**src/rtl/irq_cascade_pkg.sv**
```systemverilog
package irq_cascade_pkg;

    localparam int LINES  = 8;
    localparam int IDX_W  = $clog2(LINES);
    localparam int BASE_W = 5;
    localparam int VEC_W  = BASE_W + IDX_W;
    localparam int CAS_W  = 3;

    localparam logic [IDX_W-1:0] CASCADE_PORT   = IDX_W'(2);
    localparam logic [IDX_W-1:0] SPURIOUS_IDX   = IDX_W'(LINES - 1);
    localparam logic [CAS_W-1:0] CAS_SLAVE_CODE = 3'b010;
    localparam logic [CAS_W-1:0] CAS_IDLE       = 3'b000;

    typedef enum logic [2:0] {
        OP_EOI_ANY = 3'd0,
        OP_EOI_SEL = 3'd1,
        OP_BASE    = 3'd2,
        OP_MASK    = 3'd3,
        OP_TRIG    = 3'd4,
        OP_AUTO    = 3'd5
    } cmd_op_e;

    typedef struct packed {
        logic             hit;
        logic [IDX_W-1:0] idx;
    } pick_t;

    // Highest-priority pending input not shadowed by an in-service bit at or above it.
    function automatic pick_t pick_winner(input logic [LINES-1:0] pend,
                                          input logic [LINES-1:0] isr);
        pick_t r;
        logic  stop;
        r    = '0;
        stop = 1'b0;
        for (int i = 0; i < LINES; i++) begin
            if (!stop) begin
                if (isr[i]) begin
                    stop = 1'b1;
                end else if (pend[i]) begin
                    r.hit = 1'b1;
                    r.idx = IDX_W'(i);
                    stop  = 1'b1;
                end
            end
        end
        return r;
    endfunction

    function automatic pick_t first_set(input logic [LINES-1:0] v);
        pick_t r;
        r = '0;
        for (int i = LINES - 1; i >= 0; i--) begin
            if (v[i]) begin
                r.hit = 1'b1;
                r.idx = IDX_W'(i);
            end
        end
        return r;
    endfunction

    function automatic logic [LINES-1:0] one_hot(input logic [IDX_W-1:0] idx);
        logic [LINES-1:0] r;
        r      = '0;
        r[idx] = 1'b1;
        return r;
    endfunction

endpackage

```
**src/rtl/irq_ctrl_unit.sv**
```systemverilog
module irq_ctrl_unit
    import irq_cascade_pkg::*;
#(
    parameter logic [BASE_W-1:0] BASE_RST    = 5'h01,
    parameter logic [LINES-1:0]  FORCE_LEVEL = '0,
    parameter bit                AUTO_EOI_OK = 1'b1
) (
    input  logic              clk,
    input  logic              rst,
    input  logic [LINES-1:0]  req_in,
    input  logic              cmd_we,
    input  logic [2:0]        cmd_op,
    input  logic [7:0]        cmd_arg,
    input  logic              ack_first,
    input  logic              ack_last,
    output logic              int_o,
    output logic              win_hit,
    output logic [IDX_W-1:0]  win_idx,
    output logic [VEC_W-1:0]  vec_o,
    output logic [LINES-1:0]  isr_o
);

    logic [LINES-1:0]  prev_q, lat_q, isr_q, mask_q, lvl_q;
    logic [LINES-1:0]  lat_n, isr_n, pend, lvl_eff;
    logic [BASE_W-1:0] base_q;
    logic [IDX_W-1:0]  acked_q;
    logic              spur_q;
    logic              auto_eoi;
    pick_t             win, top_isr;
    cmd_op_e           op;

    assign op      = cmd_op_e'(cmd_op);
    assign lvl_eff = lvl_q | FORCE_LEVEL;
    assign pend    = req_in & (lvl_eff | lat_q) & ~mask_q;
    assign win     = pick_winner(pend, isr_q);
    assign top_isr = first_set(isr_q);

    always_comb begin
        lat_n = (lat_q | (req_in & ~prev_q)) & req_in;
        if (ack_first && win.hit) begin
            lat_n = lat_n & ~one_hot(win.idx);
        end
    end

    always_comb begin
        isr_n = isr_q;
        if (ack_first && win.hit) begin
            isr_n = isr_n | one_hot(win.idx);
        end
        if (ack_last && auto_eoi && !spur_q) begin
            isr_n = isr_n & ~one_hot(acked_q);
        end
        if (cmd_we) begin
            if (op == OP_EOI_ANY && top_isr.hit) begin
                isr_n = isr_n & ~one_hot(top_isr.idx);
            end else if (op == OP_EOI_SEL) begin
                isr_n = isr_n & ~one_hot(cmd_arg[IDX_W-1:0]);
            end
        end
    end

    always_ff @(posedge clk) begin
        if (rst) begin
            prev_q  <= '0;
            lat_q   <= '0;
            isr_q   <= '0;
            mask_q  <= '0;
            lvl_q   <= '0;
            base_q  <= BASE_RST;
            acked_q <= '0;
            spur_q  <= 1'b0;
        end else begin
            prev_q <= req_in;
            lat_q  <= lat_n;
            isr_q  <= isr_n;
            if (ack_first) begin
                acked_q <= win.hit ? win.idx : SPURIOUS_IDX;
                spur_q  <= !win.hit;
            end
            if (cmd_we) begin
                case (op)
                    OP_BASE: base_q <= cmd_arg[7 -: BASE_W];
                    OP_MASK: mask_q <= cmd_arg;
                    OP_TRIG: lvl_q  <= cmd_arg;
                    default: ;
                endcase
            end
        end
    end

    generate
        if (AUTO_EOI_OK) begin : g_auto
            logic auto_q;
            always_ff @(posedge clk) begin
                if (rst) begin
                    auto_q <= 1'b0;
                end else if (cmd_we && op == OP_AUTO) begin
                    auto_q <= cmd_arg[0];
                end
            end
            assign auto_eoi = auto_q;
        end else begin : g_no_auto
            assign auto_eoi = 1'b0;
        end
    endgenerate

    assign int_o   = win.hit;
    assign win_hit = win.hit;
    assign win_idx = win.idx;
    assign vec_o   = {base_q, acked_q};
    assign isr_o   = isr_q;

endmodule

```
**src/rtl/irq_ack_seq.sv**
```systemverilog
module irq_ack_seq
    import irq_cascade_pkg::*;
(
    input  logic              clk,
    input  logic              rst,
    input  logic              inta,
    input  logic              mst_hit,
    input  logic [IDX_W-1:0]  mst_idx,
    input  logic [VEC_W-1:0]  mst_vec,
    input  logic [VEC_W-1:0]  slv_vec,
    output logic              pulse_first,
    output logic              pulse_last,
    output logic              slv_sel,
    output logic [CAS_W-1:0]  cas_o,
    output logic [VEC_W-1:0]  vec_o,
    output logic              vec_valid
);

    logic             phase_q;
    logic [CAS_W-1:0] cas_q;
    logic [VEC_W-1:0] vec_q;
    logic             vv_q;
    logic             pick_slave;

    assign pulse_first = inta && !phase_q;
    assign pulse_last  = inta && phase_q;
    assign pick_slave  = mst_hit && (mst_idx == CASCADE_PORT);
    assign cas_o       = pulse_first ? (pick_slave ? CAS_SLAVE_CODE : CAS_IDLE) : cas_q;
    assign slv_sel     = (cas_o == CAS_SLAVE_CODE);

    always_ff @(posedge clk) begin
        if (rst) begin
            phase_q <= 1'b0;
            cas_q   <= CAS_IDLE;
            vec_q   <= '0;
            vv_q    <= 1'b0;
        end else begin
            phase_q <= phase_q ^ inta;
            if (pulse_first) begin
                cas_q <= cas_o;
            end else if (pulse_last) begin
                cas_q <= CAS_IDLE;
            end
            vv_q <= pulse_last;
            if (pulse_last) begin
                vec_q <= slv_sel ? slv_vec : mst_vec;
            end
        end
    end

    assign vec_o     = vec_q;
    assign vec_valid = vv_q;

endmodule

```
**src/rtl/irq_cascade_pair.sv**
```systemverilog
module irq_cascade_pair
    import irq_cascade_pkg::*;
(
    input  logic        clk,
    input  logic        rst,
    input  logic [15:0] irq_in,
    input  logic        mst_cmd_we,
    input  logic        slv_cmd_we,
    input  logic [2:0]  cmd_op,
    input  logic [7:0]  cmd_arg,
    input  logic        inta,
    output logic        int_out,
    output logic [2:0]  cas_sel,
    output logic [7:0]  vec_out,
    output logic        vec_valid
);

    localparam logic [LINES-1:0] CASCADE_MASK = one_hot(CASCADE_PORT);

    logic [LINES-1:0] mst_req, slv_req;
    logic [LINES-1:0] mst_isr, slv_isr;
    logic             slv_int, slv_hit_unused, mst_hit;
    logic [IDX_W-1:0] slv_idx_unused, mst_idx;
    logic [VEC_W-1:0] mst_vec, slv_vec;
    logic             p_first, p_last, slv_sel;
    logic             unused_line2;

    assign unused_line2 = irq_in[CASCADE_PORT];
    assign slv_req      = irq_in[2*LINES-1:LINES];

    always_comb begin
        mst_req               = irq_in[LINES-1:0];
        mst_req[CASCADE_PORT] = slv_int;
    end

    irq_ctrl_unit #(
        .BASE_RST    (5'h0E),
        .FORCE_LEVEL ('0),
        .AUTO_EOI_OK (1'b0)
    ) u_slave (
        .clk       (clk),
        .rst       (rst),
        .req_in    (slv_req),
        .cmd_we    (slv_cmd_we),
        .cmd_op    (cmd_op),
        .cmd_arg   (cmd_arg),
        .ack_first (p_first && slv_sel),
        .ack_last  (p_last && slv_sel),
        .int_o     (slv_int),
        .win_hit   (slv_hit_unused),
        .win_idx   (slv_idx_unused),
        .vec_o     (slv_vec),
        .isr_o     (slv_isr)
    );

    irq_ctrl_unit #(
        .BASE_RST    (5'h01),
        .FORCE_LEVEL (CASCADE_MASK),
        .AUTO_EOI_OK (1'b1)
    ) u_master (
        .clk       (clk),
        .rst       (rst),
        .req_in    (mst_req),
        .cmd_we    (mst_cmd_we),
        .cmd_op    (cmd_op),
        .cmd_arg   (cmd_arg),
        .ack_first (p_first),
        .ack_last  (p_last),
        .int_o     (int_out),
        .win_hit   (mst_hit),
        .win_idx   (mst_idx),
        .vec_o     (mst_vec),
        .isr_o     (mst_isr)
    );

    irq_ack_seq u_seq (
        .clk         (clk),
        .rst         (rst),
        .inta        (inta),
        .mst_hit     (mst_hit),
        .mst_idx     (mst_idx),
        .mst_vec     (mst_vec),
        .slv_vec     (slv_vec),
        .pulse_first (p_first),
        .pulse_last  (p_last),
        .slv_sel     (slv_sel),
        .cas_o       (cas_sel),
        .vec_o       (vec_out),
        .vec_valid   (vec_valid)
    );

endmodule

```
**config.mk**
```make
export PLATFORM = sky130hd
export DESIGN_NAME = irq_cascade_pair
export DESIGN_NICKNAME = d
export VERILOG_FILES = /design/src/rtl/irq_cascade_pkg.sv /design/src/rtl/irq_ctrl_unit.sv /design/src/rtl/irq_ack_seq.sv /design/src/rtl/irq_cascade_pair.sv
export SDC_FILE = /design/constraint.sdc
export NUM_CORES = 1
export LEC_CHECK = 0
export ABC_AREA = 1
export BUFFER_PORTS_ARGS = -buffer_cell sky130_fd_sc_hd__buf_2
export CAP_MARGIN = 0
export CORE_MARGIN = 5
export CORE_UTILIZATION = 45
export DETAILED_ROUTE_END_ITERATION = 6
export HOLD_SLACK_MARGIN = 0.08
export PLACE_DENSITY_LB_ADDON = 0.1
export SYNTH_ARGS = -nofsm -noshare
export SYNTH_HDL_FRONTEND = slang
export SYNTH_SLANG_ARGS = --single-unit
```
**constraint.sdc**
```tcl
create_clock -name clk -period 1.9 [get_ports clk]
set_clock_uncertainty 0.05 [all_clocks]
set_input_delay 0.095 -clock clk [delete_from_list [all_inputs] [get_ports clk]]
set_output_delay 0.095 -clock clk [all_outputs]
set_load 0.01 [all_outputs]
```
* Yosys cells after proc, flatten, opt, wreduce, memory -nomap -nowiden
Index checks and enable logic that the tools add are counted.
** Cells by class
- Reduce and logical (&&, ||, !) cells :: 28
- Magnitude comparators :: 12
- Bitwise logic cells :: 32
- Equal/unequal tests :: 7
- Multiplexer cells :: 132
** Operator list (number)
- $mux 4 :: 62
- $and 8x8->8 :: 15
- $mux 8 :: 12
- $not 8->8 :: 10
- $or 8x8->8 :: 6
- $mux 1 :: 46
- $lt 3x4->1 const B :: 6
- $demux 1 s3 :: 6
- $ge 3x1->1 const B :: 6
- $logic_and 1x1->1 :: 17
- $mux 3 :: 5
- $eq 3x2->1 const B :: 4
- $reduce_and 2->1 :: 6
- $eq 3x3->1 const B :: 2
- $eq 3x1->1 const B :: 1
- $logic_not 1->1 :: 3
- $logic_not 3->1 :: 1
- $mux 2 :: 1
- $reduce_bool 2->1 :: 1
- $xor 1x1->1 :: 1
** Storage, ports and cells
- Output and inout port bits :: 13
- Word-level logic and storage cells :: 231
- Bits of input ports :: 32
- Register bits after elaboration :: 111

* Longest topological paths before layout
Gate-level depths: netlist (run 1).
- Word-level depth :: 63
- Mapped depth :: 21
- Gate-level depth less buffers :: 21

* Cells and area by module
Synthesis (run 1) repeated with hierarchy kept, for this count alone.
** Second synthesis, totals
- Cell total of the unflattened synthesis :: 819
- Area total of the unflattened synthesis :: 5559.1 um2
** By module, submodules not included
- irq_ctrl_unit (u_master) :: seq. area each 940.9 um2, times used 1, cells each 377, area each 2536.2 um2
- irq_ctrl_unit (u_slave) :: seq. area each 960.9 um2, times used 1, cells each 341, area each 2337.2 um2
- irq_ack_seq :: seq. area each 260.2 um2, times used 1, cells each 97, area each 670.6 um2
- irq_cascade_pair :: seq. area each 0.0 um2, times used 1, cells each 4, area each 15.0 um2

* Worst setup path before layout (run 1)
No wires, ideal clock.
- Path kind :: flip-flop to flip-flop
- Start :: reg u_slave.mask_q[1]
- End :: reg u_slave.isr_q[4], in the netlist u_slave.isr_o[4]
- Clock period less this slack :: 2.031 ns
- Cell stages (with the launch flop) :: 18
- Setup time :: 0.117 ns
- Arrival time :: 1.864 ns
- Required time :: 1.733 ns
- Setup slack :: -0.131 ns
- Buffers on the path :: 1
- Cells stage by stage :: dfxtp_1 nor2_2 nand2_1 nand3_2 nor2_2 nor2_1 nand3_1 nor2_1 nand2_1 nand2_2 nand4_2 nor2_2 nand2_1 nand2_4 nor2_8 buf_6 a21oi_1 nor2_1
** Between the ends
- Cells in the longest elaborated chain, start to end :: 55
- Elaborated cells between the ends (all ways) :: 77
- Classes of those cells :: 2 x order compare; 2 x eq/ne; 62 x mux; 7 x bitwise; 4 x reduce/logical
** Ends and longest elaborated chain
- from (decl) :: line irq_ctrl_unit.sv:23 : logic [LINES-1:0] prev_q, lat_q, isr_q, mask_q, lvl_q;
- from (signal assigned) :: line irq_ctrl_unit.sv:83 : OP_MASK: mask_q <= cmd_arg;
- $not 8->8 * :: line irq_ctrl_unit.sv:34 : assign pend = req_in & (lvl_eff | lat_q) & ~mask_q;
- $and 8x8->8 * :: line irq_ctrl_unit.sv:34
- $mux 4 :: line irq_cascade_pkg.sv:39 : end else if (pend[i]) begin
- $mux 4 :: line irq_cascade_pkg.sv:37 : if (isr[i]) begin
- $mux 4 :: line irq_cascade_pkg.sv:36 : if (!stop) begin
- $mux 4 :: line irq_cascade_pkg.sv:39
- $mux 4 :: line irq_cascade_pkg.sv:37
- $mux 4 :: line irq_cascade_pkg.sv:36
- [... 39 more ...]
- $eq 3x2->1 :: line irq_ack_seq.sv:29 : assign slv_sel = (cas_o == CAS_SLAVE_CODE);
- $logic_and 1x1->1 :: line irq_cascade_pair.sv:47 : .ack_first (p_first && slv_sel),
- $logic_and 1x1->1 :: line irq_ctrl_unit.sv:47 : if (ack_first && win.hit) begin
- $mux 8 * :: line irq_ctrl_unit.sv:47
- $and 8x8->8 :: line irq_ctrl_unit.sv:57 : isr_n = isr_n & ~one_hot(cmd_arg[IDX_W-1:0]);
- $mux 8 :: line irq_ctrl_unit.sv:56 : end else if (op == OP_EOI_SEL) begin
- $mux 8 :: line irq_ctrl_unit.sv:54 : if (op == OP_EOI_ANY && top_isr.hit) begin
- $mux 8 * :: line irq_ctrl_unit.sv:53 : if (cmd_we) begin
- to (signal assigned) :: line irq_ctrl_unit.sv:75 : isr_q <= isr_n;
- to (decl) :: line irq_ctrl_unit.sv:23
Every way passes the cells marked *; elsewhere a longest branch is shown, timed or not.
A chain may end at the register's enable or synchronous reset.

* Final worst setup path (run 1)
- Start :: reg u_slave.lat_q[2]
- End :: out cas_sel[1]
** Between the ends
- Cells in the longest elaborated chain, start to end :: 45
- Elaborated cells between the ends (all ways) :: 59
- Classes of those cells :: 1 x eq/ne; 52 x mux; 5 x bitwise; 1 x reduce/logical
** Ends and longest elaborated chain
- from (decl) :: line irq_ctrl_unit.sv:23
- from (signal assigned) :: line irq_ctrl_unit.sv:74 : lat_q <= lat_n;
- $or 8x8->8 * :: line irq_ctrl_unit.sv:34
- $and 8x8->8 * (2 in series) :: line irq_ctrl_unit.sv:34
- $mux 4 :: line irq_cascade_pkg.sv:39
- $mux 4 :: line irq_cascade_pkg.sv:37
- $mux 4 :: line irq_cascade_pkg.sv:36
- $mux 4 :: line irq_cascade_pkg.sv:39
- $mux 4 :: line irq_cascade_pkg.sv:37
- $mux 4 :: line irq_cascade_pkg.sv:36
- [... 28 more ...]
- $mux 4 :: line irq_cascade_pkg.sv:36
- $mux 4 :: line irq_cascade_pkg.sv:39
- $mux 4 :: line irq_cascade_pkg.sv:37
- $mux 4 * :: line irq_cascade_pkg.sv:36
- $eq 3x2->1 :: line irq_ack_seq.sv:27 : assign pick_slave = mst_hit && (mst_idx == CASCADE_PORT);
- $logic_and 1x1->1 * :: line irq_ack_seq.sv:27
- $mux 2 * :: line irq_ack_seq.sv:28 : assign cas_o = pulse_first ? (pick_slave ? CAS_SLAVE_CODE : CAS_IDLE) : cas_q;
- $mux 3 * :: line irq_ack_seq.sv:28
- to (decl) :: line irq_cascade_pair.sv:13 : output logic [2:0] cas_sel,
Marks and branches as above.

==> reports/metrics.yaml, run 1 <==
yosys:
  synthCells: 742
  synth_compound_area_share_pct: 18.1
  synthArstFlopShare_pct: 0
  synth-main-ff-cell: "dfxtp_1"
  ys_ff_latch: 108
  yosys_warnings: 0
  synth-xor-area-share_pct: 0
  synth_most_common_cell: "nand2_1"
  synth-edff-count: 0
  synth.avg_cell_area_sq_um: 6.88
  ys_types: 40
  netlist_top_cells_count: "nand2_1 (121), nor2_1 (117), dfxtp_1 (108)"
  synth_area_sq_um: 5110
  synth_top_family_by_area: "simple AND/OR/NAND/NOR gates"
  synth_area_leaders: "dfxtp_1 (42%), nand2_1 (8.9%), nor2_1 (8.6%), inv_1 (7.7%), a21oi_1 (7.5%)"
  yosys.area_share.adder_pct: 0.490
  synth-simple-area-share_pct: 28.7
  yosysTopAreaCellShare_pct: 42.3
  synth.yosys.seq_area_share_pct: 42.3
  yosysTopAreaCell: "dfxtp_1"
  synthMuxAreaShare_pct: 0
  synth.net_count: 776
worst_setup_path:
  r2r_setup_slack_ns: -0.46
  arrival_ns: 2.24
  cp_common_cell: "nor2_4"
  crit_family: "simple AND/OR/NAND/NOR gates"
  cp-end-kind: "output pin"
  critical_path_buf_inv_count: 4
  path_max_fanout: 3
  worst_path_largest_cell_delay_ns: 0.34
  required_ns: 1.75
  crit_chain: "nor2_4, nor2_4, nor2_4, inv_1, nor2_1, nand2_1, nand3_2, nor2_2, nand2_2, buf_6, nand3_4, nand2_4, o21a_4, buf_4, buf_6"
  start_kind: "flop"
  critPathSlowestCell: "dfxtp_2"
  path_class: "reg2out"
route:
  vias: 5348
  avgViaCountPerCell: 5.06
  drc_errors: 0
  routedWlPerCell_um: 15.0
  drt_iter0_drc: 308
  dr.pass1.iters: 5
  ant_nets: 0
  finalWirelength_mm: 15.8
sta:
  fin_crit_sh_pct: 125
  fin_ws_ns: -0.483
  fin_crit_ns: 2.38
  hold_violations: 0
  setup-violations-final: 49
  fmax_mhz: 420
  final_max_slew_viol_count: 0
  maxSlewHeadroom_pct: 51.9
  worstMarginPinSlew_ns: 0.719
  whs_ns: 0.122
  rsz0062_at_grt: "true"
outcome:
  failed_checks: "setup timing"
  status: "finished with violations"
clocking:
  cts_num_sinks: 108
  cts.clk_slew.worst_paths_ns: 0.07
  clock_latency_ns: 0.36
  htree_levels: 3
  cts_buffer_depth: 2
  numCtsBuffers: 9
  tritoncts: "built"
  root_buffer: "clkbuf_16"
place:
  placed_area_sq_um: 6120
  dp_hpwl_mm: 11.2
  place_congestion: 0.914
  port_buffers: 43
die:
  ioPinCount: 45
  fp.coreArea_sq_um: 11300
  dieArea_sq_um: 13600
  die_height_um: 117
  rows: 39
  fp.dieW_um: 117
  start_util_pct: 45.3
finish:
  syn_to_final_growth_pct: 43.6
  fin_area_sq_um: 7330
  multi_input_area_sq_um: 2920
  final-seq-area_sq_um: 2170
  fin_nets: 942
  drive_above_1_share_pct: 31.8
  nFillCells: 987
  antennaDiodeCount: 0
min_path:
  hold_class: "in2reg"
power_and_ir_drop:
  vdd_drop_max_mv: 0.613
  fin_total_pwr_mw: 6.12
  p_leak_nw: 3.32
  powerDensity_nw_per_um2: 835
global_routing:
  grt_first_pass_wirelength_mm: 24.9
  track_usage_pct: 23.8
  grt_overflow: 0
  antenna_found_initial: 0
  grt_max_degree: 40
  grt_pass1_vias: 5139
job:
  drv_cap: 0
registers in the layout, summed over array words and instances (netlist names), 5 cells and up:
signal and flops:
u_master.base_q 5, u_master.isr_o 8, u_master.lat_q 7, u_master.lvl_q 7, u_master.mask_q 8, u_master.prev_q 7, u_seq.vec_o 8, u_slave.base_q 5
u_slave.isr_o 8, u_slave.lat_q 8, u_slave.lvl_eff 8, u_slave.mask_q 8, u_slave.prev_q 8
cell usage in the layout, fill, tap and decap left out, types with 2 or more instances in the layout:
master and n:
a21oi_1 53, a21oi_2 24, a21oi_4 6, buf_2 41
buf_4 88, buf_6 16, clkbuf_16 9, clkinv_1 2
clkinv_2 2, dfxtp_1 101, dfxtp_2 7, dlygate4sd3_1 25
ha_1 2, inv_1 101, inv_2 11, inv_6 2
nand2_1 99, nand2_2 17, nand2_4 8, nand2_8 2
nand3_1 29, nand3_2 5, nand3_4 4, nand4_1 5
nand4_4 2, nor2_1 105, nor2_2 7, nor2_4 16
nor3_1 23, nor4_1 3, o211ai_1 4, o21ai_0 60
o21ai_1 3, o21ai_2 8, o21ai_4 3
where the power goes:
part / switching, mW / total (mW) / internal, mW / leakage (nW)
Combinational: 0.962 / 1.75 / 0.784 / 2.28
Clock: 0.857 / 1.92 / 1.06 / 0.146
Sequential: 0.0756 / 2.46 / 2.38 / 0.886
routing by layer:
metal	global-route usage (%)	up-vias	wire [um]
met5	0	-	0
met4	12.3	0	605
met3	3.26	33	547
met2	39.4	109	7510
met1	30.2	2475	7120
li1	-	2731	-
area by class of cell:
| class | count | share of cell area [%] |
|---|---|---|
| Sequential cell | 108 | 29.6 |
| Multi-Input combinational cell | 501 | 39.8 |
| Inverter | 117 | 6.11 |
| Clock inverter | 5 | 0.819 |
| Tap cell | 143 | 2.44 |
| Clock buffer | 11 | 3.31 |
| Timing Repair Buffer | 171 | 18.0 |
worst reg2reg max path, cell delays in order, from the launching register on:
cell and delay, ns:
dfxtp_2 0.32, inv_2 0.06, nand2_2 0.06, nor2_4 0.12
nor2_4 0.07, inv_1 0.05, nor2_1 0.04, nand2_1 0.09
nand3_2 0.08, nor2_2 0.10, nand2_2 0.11, nand2_4 0.11
nand4_4 0.10, nor2_4 0.14, o21ai_4 0.09, nand3_2 0.12
buf_4 0.12, buf_6 0.10, nand4_1 0.17, nand3_1 0.13
inv_1 0.04
worst paths after layout:
check,from,endpoint,depth (start not counted)
min reg2reg,u_seq.cas_q[2]$_SDFFE_PP0P_,u_seq.cas_q[2]$_SDFFE_PP0P_,2
min,mst_cmd_we,u_master.auto_eoi$_SDFFE_PP0P_,4
max reg2reg,u_slave.mask_q[2]$_SDFFE_PP0P_,u_master.lat_q[6]$_SDFF_PP0_,20
max,u_slave.lat_q[2]$_SDFF_PP0_,cas_sel[1],15
stage by stage:
step | TNS [ns] | setup WS (ns) | cells | utilization (%)
floorplan | -2.94 | -0.121 | 742 | -
global placement | -17.16 | -0.457 | 995 | 54.3
detailed placement | -18.88 | -0.489 | 995 | 54.3
CTS | -19.06 | -0.519 | 1049 | 62.1
global route | -26.60 | -0.649 | 1056 | 65.0
finish | -19.30 | -0.483 | 1056 | 65.0
logic make-up after synthesis:
logic type               count (synthesis)
adder cells (fa/ha/maj)                  2
flip-flops                             108
AO/OA/AOI/OAI                          170
buffers and inverters                  135
AND/OR/NAND/NOR                        327
what timing repair did:
action | 4_1_cts | 5_1_grt
gates cloned | 1 | 1
hold endpoints to repair | 64 | 0
endpoints found under the setup margin | 49 | 49
buffers inserted | 13 | 6
hold buffers | 25 | 0
resized for setup | 62 | 64
pin swaps | 26 | 27
Note: power is estimated with default switching activity, not from simulation.
==> run 2: changes to the inputs <==
PLACE_DENSITY = 0.73   (was not set)
PLACE_DENSITY_LB_ADDON = not set   (was 0.1)
SETUP_SLACK_MARGIN = 0.5   (was not set)
==> run 2 against run 1 <==
Critical endpoint is now int_out. Largest cell class unchanged. Die area is the same. Utilization decreased by 0.89 points. Critical path type unchanged. The run still ends with setup timing left. Clock-buffer cell count fell by 2. Highest routed layer unchanged. Register-to-register slack worse by 0.06 ns. Largest power group unchanged. Cell area shrank 1.4%.
==> reports/metrics.yaml, run 2 (synthesized netlist as in run 1, its figures left out) <==
clocking:
  htree_levels: 3
  cts_num_sinks: 108
  numCtsBuffers: 9
  root_buffer: "clkbuf_16"
  hold_buffers: 27
  clock_latency_ns: 0.36
  cts.clk_slew.worst_paths_ns: 0.07
  cts_buffer_depth: 2
  tritoncts: "built"
worst_setup_path:
  critPathSlowestCell: "dfxtp_1"
  path_class: "reg2out"
  path_max_fanout: 3
  cp-end-kind: "output pin"
  rr_startpoint: "u_slave.lat_q[5]$_SDFF_PP0_"
  start_kind: "flop"
  worst_path_largest_cell_delay_ns: 0.31
  critical_path_buf_inv_count: 2
  r2r_end: "u_master.lat_q[7]$_SDFF_PP0_"
  arrival_ns: 2.30
  r2r_cells: 18
  crit_chain: "nor2_1, nor3_2, or2_2, nor2_4, o21ai_2, nand2_2, nand2_4, nand2_2, nor2_2, o211ai_1, nand3_2, buf_6, buf_6"
  required_ns: 1.75
  r2r_setup_slack_ns: -0.52
  crit_family: "simple AND/OR/NAND/NOR gates"
power_and_ir_drop:
  vdd_drop_max_mv: 0.692
  powerDensity_nw_per_um2: 831
  p_leak_nw: 3.27
global_routing:
  antenna_found_initial: 0
  grt_overflow: 0
  grt_max_degree: 40
  grt_first_pass_wirelength_mm: 24.2
  track_usage_pct: 22.7
  grt_pass1_vias: 5215
place:
  dp_hpwl_mm: 10.3
  port_buffers: 43
  pre_cts_slack_ns: -0.409
  place_congestion: 0.925
  placed_area_sq_um: 6000
route:
  routedWlPerCell_um: 15.0
  avgViaCountPerCell: 5.19
  dr.pass1.iters: 7
  drt_iter0_drc: 363
  drc_errors: 0
  vias: 5456
  ant_nets: 0
  finalWirelength_mm: 15.8
sta:
  worstMarginPinSlew_ns: 0.555
  fin_crit_ns: 2.45
  setup-violations-final: 49
  final_max_slew_viol_count: 0
  fin_ws_ns: -0.546
  rsz0062_at_grt: "true"
  fmax_mhz: 409
  fin_crit_sh_pct: 129
  maxSlewHeadroom_pct: 62.6
  hold_violations: 0
min_path:
  hold_end: "u_seq.phase_q$_SDFF_PP0_"
  hold_class: "in2reg"
  holdPathStages: 3
  min_from: "inta"
die:
  rows: 39
  dieArea_sq_um: 13600
  ioPinCount: 45
  fp.dieW_um: 117
  die_height_um: 117
  fp.coreArea_sq_um: 11300
  start_util_pct: 45.3
finish:
  syn_to_final_growth_pct: 41.6
  drive_above_1_share_pct: 32.0
  final-seq-area_sq_um: 2180
  fin_nets: 937
  layout.cells.most_common: "nand2_1"
  final_core_util_pct: 64.2
  antennaDiodeCount: 0
  nFillCells: 915
  multi_input_area_sq_um: 2800
  fin_area_sq_um: 7230
  most-common-layout-cells: "nand2_1 (99), nor2_1 (98), dfxtp_1 (97), inv_1 (96), buf_4 (84)"
outcome:
  status: "finished with violations"
  failed_checks: "setup timing"
job:
  drv_cap: 0
## run 2: cell types whose count changed in the layout (fill, tap and decap cells not counted), sizes merged
cell / delta
buf: -4
clkbuf: -2
nand2: -1
nor2: -1
clkinvlp: +2
dlymetal6s4s: +1
## run 2: worst register-to-register path, stage by stage (launching register included)
cell      delay [ns]
dfxtp_1         0.31
nor2_1          0.12
nor3_2          0.07
or2_2           0.31
nor2_4          0.13
o21ai_2         0.08
nand2_2         0.14
nand2_4         0.09
nand2_2         0.09
nor2_2          0.04
o211ai_1        0.14
nand3_2         0.16
buf_4           0.17
buf_6           0.11
nand2_2         0.07
inv_2           0.08
nand2_2         0.08
nand3_1         0.07
inv_1           0.05
## run 2: routing by layer
layer	vias up	wire (um)	track usage (%)
met5	-	0	0
met4	0	712	11.9
met3	57	915	4.51
met2	177	7890	39.7
met1	2493	6280	26.3
li1	2729	-	-
## run 2: layout make-up
class	instances	share of cell area, %
clock inverter	7	1.06
inverter	117	6.25
clock buffer	9	3.11
tap	143	2.47
multi-input combinational	499	38.7
sequential	108	30.1
timing repair buffer	168	18.3
## run 2: how the worst max path moves through the flow
| stage | slack, ns | startpoint | depth (start not counted) | end |
|---|---|---|---|---|
| floorplan | -0.12 | u_slave.isr_o[0]$_SDFF_PP0_ | 18 | u_slave.isr_o[0]$_SDFF_PP0_ |
| global placement | -0.38 | u_slave.lat_q[4]$_SDFF_PP0_ | 18 | u_slave.isr_o[0]$_SDFF_PP0_ |
| detailed placement | -0.41 | u_slave.lat_q[4]$_SDFF_PP0_ | 18 | u_slave.isr_o[0]$_SDFF_PP0_ |
| CTS | -0.47 | u_slave.lat_q[1]$_SDFF_PP0_ | 16 | int_out |
| global route | -0.66 | u_slave.lat_q[2]$_SDFF_PP0_ | 16 | int_out |
| finish | -0.55 | u_slave.lat_q[5]$_SDFF_PP0_ | 13 | int_out |
## run 2: repair_timing
action | in CTS | in global routing
setup endpoints to repair | 51 | 57
gates resized for setup | 46 | 80
buffers inserted | 20 | 11
pin swaps | 18 | 36
hold endpoints to repair | 50 | 1
gates cloned | 0 | 0
## run 2: stage by stage
| step | power (mW) | std cells | hold WS [ns] | TNS, ns |
|---|---|---|---|---|
| global route | 6.29 | 1051 | 0.0238 | -25.04 |
| finish | 6.01 | 1051 | 0.00797 | -19.39 |
| global placement | 3.63 | 978 | 0.283 | -13.29 |
| CTS | 5.77 | 1041 | 0.104 | -17.39 |
| floorplan | 3.21 | 742 | 0.124 | -2.94 |
| detailed placement | 3.64 | 978 | 0.285 | -15.53 |
## run 2: power by group
part,switching (mW),internal [mW],total [mW],leakage (nW)
clock,0.881,1.03,1.91,0.142
sequential,0.0795,2.38,2.46,0.888
combinational,0.908,0.729,1.64,2.24
total,1.87,4.14,6.01,3.27
